===== config.mk =====
export PLATFORM = sky130hd
export DESIGN_NAME = pwm_dbuf_chan
export DESIGN_NICKNAME = d
export VERILOG_FILES = /design/src/rtl/pwm_dbuf_pkg.sv /design/src/rtl/pwm_dbuf_shadow.sv /design/src/rtl/pwm_dbuf_counter.sv /design/src/rtl/pwm_dbuf_regport.sv /design/src/rtl/pwm_dbuf_chan.sv
export SDC_FILE = /design/constraint.sdc
export NUM_CORES = 1
export LEC_CHECK = 0
export ABC_AREA = 1
export BUFFER_PORTS_ARGS = -buffer_cell sky130_fd_sc_hd__buf_2
export CORE_MARGIN = 2
export CORE_UTILIZATION = 45
export CTS_CLUSTER_DIAMETER = 200
export DETAILED_ROUTE_END_ITERATION = 8
export HOLD_SLACK_MARGIN = 0.12
export PLACE_DENSITY = 0.75
export SYNTH_ARGS = -nofsm -noshare
export SYNTH_HDL_FRONTEND = slang
export SYNTH_SLANG_ARGS = --single-unit

===== constraint.sdc =====
create_clock -name clk -period 2.15 [get_ports clk]
set_input_delay 0.645 -clock clk [delete_from_list [all_inputs] [get_ports clk]]
set_output_delay 0.645 -clock clk [all_outputs]
set_load 0.05 [all_outputs]

===== src/rtl/pwm_dbuf_pkg.sv =====
package pwm_dbuf_pkg;

    localparam int unsigned PWM_W = 8;

    typedef enum logic [1:0] {
        SEL_PERIOD = 2'd0,
        SEL_DUTY   = 2'd1,
        SEL_COUNT  = 2'd2,
        SEL_NONE   = 2'd3
    } reg_sel_e;

    typedef enum logic {
        DIR_UP   = 1'b0,
        DIR_DOWN = 1'b1
    } cnt_dir_e;

    typedef enum logic {
        ALIGN_EDGE   = 1'b0,
        ALIGN_CENTER = 1'b1
    } align_e;

    typedef struct packed {
        logic period;
        logic duty;
        logic count;
    } wr_hits_t;

    localparam int unsigned N_SHADOW = 2;
    localparam int unsigned IDX_PER  = 0;
    localparam int unsigned IDX_DUTY = 1;

    function automatic wr_hits_t decode_write(input logic en, input logic [1:0] addr);
        wr_hits_t h;
        h.period = en && (reg_sel_e'(addr) == SEL_PERIOD);
        h.duty   = en && (reg_sel_e'(addr) == SEL_DUTY);
        h.count  = en && (reg_sel_e'(addr) == SEL_COUNT);
        return h;
    endfunction

endpackage


===== src/rtl/pwm_dbuf_shadow.sv =====
module pwm_dbuf_shadow #(
    parameter int W = 8
) (
    input  logic         clk,
    input  logic         rst,
    input  logic         wr_hit,
    input  logic [W-1:0] wr_data,
    input  logic         load,
    output logic [W-1:0] held_q,
    output logic [W-1:0] live_q
);

    logic [W-1:0] load_val;

    // a write in the same cycle as a load goes straight through
    always_comb begin
        load_val = wr_hit ? wr_data : held_q;
    end

    always_ff @(posedge clk) begin
        if (rst) begin
            held_q <= '0;
            live_q <= '0;
        end else begin
            if (wr_hit) begin
                held_q <= wr_data;
            end
            if (load) begin
                live_q <= load_val;
            end
        end
    end

endmodule


===== src/rtl/pwm_dbuf_counter.sv =====
module pwm_dbuf_counter
    import pwm_dbuf_pkg::*;
#(
    parameter int W = 8
) (
    input  logic         clk,
    input  logic         rst,
    input  logic         chan_en,
    input  logic         tick,
    input  align_e       align,
    input  logic         clear,
    input  logic [W-1:0] per_live,
    output logic [W-1:0] cnt_q,
    output logic         cycle_end
);

    localparam int WX = W + 1;

    cnt_dir_e     dir_q;
    cnt_dir_e     dir_d;
    logic [W-1:0] cnt_d;
    logic [WX-1:0] cnt_inc;
    logic         per_zero;

    always_comb begin
        cnt_inc  = {1'b0, cnt_q} + WX'(1);
        per_zero = (per_live == '0);
    end

    always_comb begin
        cnt_d     = cnt_q;
        dir_d     = dir_q;
        cycle_end = 1'b0;
        if (!chan_en || clear) begin
            cnt_d = '0;
            dir_d = DIR_UP;
        end else if (tick) begin
            if (align == ALIGN_EDGE) begin
                dir_d = DIR_UP;
                if (cnt_inc >= {1'b0, per_live}) begin
                    cnt_d     = '0;
                    cycle_end = 1'b1;
                end else begin
                    cnt_d = cnt_inc[W-1:0];
                end
            end else if (per_zero) begin
                cnt_d     = '0;
                dir_d     = DIR_UP;
                cycle_end = 1'b1;
            end else if (dir_q == DIR_UP) begin
                cnt_d = cnt_inc[W-1:0];
                if (cnt_inc >= {1'b0, per_live}) begin
                    dir_d = DIR_DOWN;
                end
            end else begin
                if (cnt_q <= W'(1)) begin
                    cnt_d     = '0;
                    dir_d     = DIR_UP;
                    cycle_end = 1'b1;
                end else begin
                    cnt_d = cnt_q - W'(1);
                end
            end
        end
    end

    always_ff @(posedge clk) begin
        if (rst) begin
            cnt_q <= '0;
            dir_q <= DIR_UP;
        end else begin
            cnt_q <= cnt_d;
            dir_q <= dir_d;
        end
    end

endmodule


===== src/rtl/pwm_dbuf_regport.sv =====
module pwm_dbuf_regport
    import pwm_dbuf_pkg::*;
#(
    parameter int W = 8
) (
    input  logic         wr_en,
    input  logic [1:0]   wr_addr,
    input  logic [1:0]   rd_addr,
    input  logic [W-1:0] per_held,
    input  logic [W-1:0] duty_held,
    input  logic [W-1:0] cnt_val,
    output wr_hits_t     hits,
    output logic [W-1:0] rd_data
);

    always_comb begin
        hits = decode_write(wr_en, wr_addr);
    end

    always_comb begin
        unique case (reg_sel_e'(rd_addr))
            SEL_PERIOD: rd_data = per_held;
            SEL_DUTY:   rd_data = duty_held;
            SEL_COUNT:  rd_data = cnt_val;
            default:    rd_data = '0;
        endcase
    end

endmodule


===== src/rtl/pwm_dbuf_chan.sv =====
module pwm_dbuf_chan
    import pwm_dbuf_pkg::*;
#(
    parameter int W = PWM_W
) (
    input  logic         clk,
    input  logic         rst,
    input  logic         wr_en,
    input  logic [1:0]   wr_addr,
    input  logic [W-1:0] wr_data,
    input  logic [1:0]   rd_addr,
    output logic [W-1:0] rd_data,
    input  logic         chan_en,
    input  logic         center_mode,
    input  logic         tick,
    output logic         pwm_out
);

    wr_hits_t     hits;
    logic [W-1:0] held_q [N_SHADOW];
    logic [W-1:0] live_q [N_SHADOW];
    logic         hit_vec [N_SHADOW];
    logic [W-1:0] cnt_val;
    logic         cycle_end;
    logic         shadow_load;
    logic [W-1:0] per_act;
    logic [W-1:0] duty_act;
    logic [W-1:0] per_buf;
    logic [W-1:0] duty_buf;
    align_e       align;

    always_comb begin
        align             = center_mode ? ALIGN_CENTER : ALIGN_EDGE;
        hit_vec[IDX_PER]  = hits.period;
        hit_vec[IDX_DUTY] = hits.duty;
        // safe points: disabled, cycle closed, counter written
        shadow_load       = !chan_en || cycle_end || hits.count;
        per_act           = live_q[IDX_PER];
        duty_act          = live_q[IDX_DUTY];
        per_buf           = held_q[IDX_PER];
        duty_buf          = held_q[IDX_DUTY];
    end

    pwm_dbuf_regport #(.W(W)) u_regs (
        .wr_en     (wr_en),
        .wr_addr   (wr_addr),
        .rd_addr   (rd_addr),
        .per_held  (per_buf),
        .duty_held (duty_buf),
        .cnt_val   (cnt_val),
        .hits      (hits),
        .rd_data   (rd_data)
    );

    for (genvar i = 0; i < N_SHADOW; i++) begin : g_shadow
        pwm_dbuf_shadow #(.W(W)) u_shadow (
            .clk     (clk),
            .rst     (rst),
            .wr_hit  (hit_vec[i]),
            .wr_data (wr_data),
            .load    (shadow_load),
            .held_q  (held_q[i]),
            .live_q  (live_q[i])
        );
    end

    pwm_dbuf_counter #(.W(W)) u_cnt (
        .clk       (clk),
        .rst       (rst),
        .chan_en   (chan_en),
        .tick      (tick),
        .align     (align),
        .clear     (hits.count),
        .per_live  (per_act),
        .cnt_q     (cnt_val),
        .cycle_end (cycle_end)
    );

    always_comb begin
        pwm_out = chan_en && (cnt_val < duty_act);
    end

endmodule


==> results.sh <==
export IMPL_io_buffer_count=26
export IMPL_dp_slack_ns=-0.173
export IMPL_drive_above_1_share_pct=35.4
export IMPL_synthMuxAreaShare_pct=0
export IMPL_antenna_found_initial=0
export IMPL_powerDensity_nw_per_um2=560
export IMPL_cts_buffers=5
export IMPL_synth_compound_area_share_pct=16.1
export IMPL_worstMarginPinSlew_ns=0.640
export IMPL_worst_path_max_fanout=8
export IMPL_yosysTopAreaCellShare_pct=29.1
export IMPL_p_sw_uw=825
export IMPL_path_clk_slew_ns=0.09
export IMPL_synth_simple_area_share_pct=31.0
export IMPL_grt_usage_pct=23.6
export IMPL_violations="setup timing"
export IMPL_drc=0
export IMPL_die_area_um2=6920
export IMPL_die_y_um=83.2
export IMPL_setup_slack_ns=-0.294
export IMPL_die_w_um=83.2
export IMPL_synth_fp_nets=457
export IMPL_place_area_um2=3400
export IMPL_synthXorXnorAreaFrac_pct=1.86
export IMPL_drt_iter0_drc=323
export IMPL_initial_core_util_pct=47.1
export IMPL_worstPathRequired_ns=2.35
export IMPL_ys_types=36
export IMPL_sw_frac_of_total_pct=37.2
export IMPL_grt_pass1_vias=2846
export IMPL_slowest_delay_ns=0.38
export IMPL_avgSynthCellArea_um2=6.70
export IMPL_post_route_min_period_ns=2.44
export IMPL_power_internal_uw=1390
export IMPL_wl_um=8600
export IMPL_fillers=478
export IMPL_hold_class="register to register"
export IMPL_worstSkewPairLatency_ns=0.31
export IMPL_yosys_top_cells_area="dfxtp_1 29%, nand2_1 12%, inv_1 10%"
export IMPL_rows=28
export IMPL_clkSinkCount=41
export IMPL_synth_most_common_cell="nand2_1"
export IMPL_ios=27
export IMPL_yosysSeqAreaShare_pct=29.1
export IMPL_stdcell_count=570
export IMPL_gp_congestion=0.930
export IMPL_cp_cell_sequence="buf_6 > ha_4 > nand3_4 > xor2_2 > ha_1 > nand2_1 > inv_1 > nand2_1 > nand3_1 > nand2_1 > nand2_1 > nand2_2 > nand3_4 > nand2_8 > buf_12 > nand3_2 > nand2_1 > nor2_1"
export IMPL_timing_fmax_mhz=409
export IMPL_crit_type="register to register"
export IMPL_hold_violations=0
export IMPL_gr_total_overflow=0
export IMPL_hpwl_um=5910
export IMPL_cts_tree="done"
export IMPL_fin_nets=530
export IMPL_synth_top_family_by_area="simple AND/OR/NAND/NOR gates"
export IMPL_rsz0062_at_grt="yes"
export IMPL_cts_max_path_buffers=2
export IMPL_cp_common_cell="nand2_1"
export IMPL_synthFlopType="dfxtp_1"
export IMPL_ant_nets=0
export IMPL_ff2ff_path_depth=18
export IMPL_hold_depth=4
export IMPL_tns_ns=-6.14
export IMPL_synth_fa_ha_area_share_pct=7.99
export IMPL_maxCapViolCount=0
export IMPL_dp_cells=553
export IMPL_status="complete, but fails checks"
export IMPL_worst_path_max_delay_cell="dfxtp_4"
export IMPL_design_area_um2=3960
export IMPL_ys_warn_count=0
export IMPL_p_leak_uw=0.00203
export IMPL_num_vias=3034
export IMPL_clock_power_share_pct=24.9
export IMPL_grt_max_degree=33
export IMPL_worstPathArrival_ns=2.64
export IMPL_synth_top_cells_by_count="92 x nand2_1, 75 x inv_1, 46 x nor2_1"
export IMPL_ir_worst_vdd_v=0.000490
export IMPL_area_delta_synth_final_pct=40.3
export IMPL_cts_max_level=2
export IMPL_setup_viol=26
export IMPL_drt_pass1_iterations=5
export IMPL_power_share_sequential_pct=37.6
export IMPL_startpoint_type="register"
export IMPL_antenna_cells=0
export IMPL_coreArea_um2=5990
export IMPL_critPathCaptureType="register"
export IMPL_syn_area_um2=2820
export IMPL_comb_power_share_pct=37.5
export IMPL_cts_hold_buffers=0
export IMPL_min_period_over_period_pct=114
export IMPL_syn_inst=421
export IMPL_root_buffer="clkbuf_8"
export IMPL_synth_edff_count=0
export IMPL_via_per_inst=5.32
export IMPL_wl_per_cell_um=15.1
export IMPL_grt_pass1_wl_um=13300
export IMPL_synth_async_reset_ratio_pct=0
export IMPL_maxSlewViolCount=0
export IMPL_relSlewSlack_pct=57.2
export IMPL_finalClockSkew_ns=0.0158
export IMPL_synth_seq_cells=41
export IMPL_yosys_area_top_type="dfxtp_1"
[sequential cells by signal, summed over array words and instances (netlist names)]
name	flops
u_cnt.dir_q	1
g_shadow.u_shadow.held_q	16
u_cnt.cnt_q	8
g_shadow.u_shadow.live_q	16
[routing by layer]
layer / routed length [um] / vias up / GRT usage, %
met5: 0 / - / 0
li1: - / 1483 / -
met1: 3470 / 1383 / 30.5
met3: 497 / 31 / 3.88
met2: 4250 / 137 / 38.9
met4: 386 / 0 / 10.3
[cells by family (layout without fill, tap and decap cells)]
| group | after synthesis | in the layout |
|---|---|---|
| simple gates | 182 | 182 |
| buf+inv | 95 | 169 |
| compound gates | 79 | 79 |
| flops | 41 | 41 |
| fa+ha+maj | 18 | 18 |
| xor+xnor | 6 | 6 |
[repair_timing]
item | 4_1_cts | 5_1_grt
cloned | 2 | 0
resized for setup | 40 | 56
endpoints found under the hold margin | 0 | 0
endpoints found under the setup margin | 33 | 34
setup buffers | 5 | 3
pin swaps | 16 | 20
[layout make-up]
cell class	instances	area, um^2	area share [%]
multi-input combinational	285	1920	48.4
tap	75	93.8	2.37
inverter	80	329	8.32
sequential	41	833	21.1
timing repair buffer	81	691	17.5
clock buffer	5	68.8	1.74
clock inverter	3	25.0	0.633
[stage by stage]
step | total power (uW) | utilization (%) | hold slack, ns
2_1_floorplan | 1290 | - | 0.497
3_3_place_gp | 1470 | 56.8 | 0.534
3_5_place_dp | 1480 | 56.8 | 0.553
4_1_cts | 2120 | 62.4 | 0.573
5_1_grt | 2320 | 66.0 | 0.605
6_report | 2220 | 66.0 | 0.572
[placed cells by master, fill, tap and decap left out, drive strengths merged]
| master | count |
|---|---|
| nand2 | 93 |
| buf | 81 |
| inv | 80 |
| nor2 | 51 |
| dfxtp | 41 |
| a21oi | 35 |
| nand3 | 31 |
| o21ai | 26 |
| ha | 18 |
| o211ai | 9 |
| clkbuf | 5 |
| xor2 | 5 |
| nand4 | 4 |
| o2111ai | 2 |
| o21a | 2 |
| clkinv | 2 |
| xnor2 | 1 |
| a21o | 1 |
| a21boi | 1 |
| nor3b | 1 |
| nor3 | 1 |
| o31ai | 1 |
| or2 | 1 |
| a31oi | 1 |
| a41oi | 1 |
| clkinvlp | 1 |
[power groups by stage]
| stage | Sequential [uW] | Clock [uW] | Combinational (uW) |
|---|---|---|---|
| 3_3_place_gp | 849 | 0 | 617 |
| 3_5_place_dp | 851 | 0 | 632 |
| 6_report | 834 | 552 | 832 |
| 4_1_cts | 834 | 556 | 731 |
| 5_1_grt | 839 | 585 | 900 |
| 2_1_floorplan | 847 | 0 | 440 |
[critical path, delay by kind of cell, from the launching register on]
family	cells	cell delay, ns
buffers and inverters	3	0.31
adder cells (fa/ha/maj)	2	0.46
AND/OR/NAND/NOR	12	1.02
flip-flops	1	0.38
XOR/XNOR	1	0.17
[path summary, 6_finish.rpt]
check                                              start                                     endpoint  slack (ns)
min reg2reg  g_shadow[0].u_shadow.live_q[7]$_SDFFE_PP0P_  g_shadow[0].u_shadow.live_q[7]$_SDFFE_PP0P_        0.57
min          g_shadow[0].u_shadow.live_q[7]$_SDFFE_PP0P_  g_shadow[0].u_shadow.live_q[7]$_SDFFE_PP0P_        0.57
max reg2reg                  u_cnt.cnt_q[1]$_SDFFE_PP0P_  g_shadow[0].u_shadow.live_q[0]$_SDFFE_PP0P_       -0.29
max                          u_cnt.cnt_q[1]$_SDFFE_PP0P_  g_shadow[0].u_shadow.live_q[0]$_SDFFE_PP0P_       -0.29
Note: power is estimated with default switching activity, not from simulation.
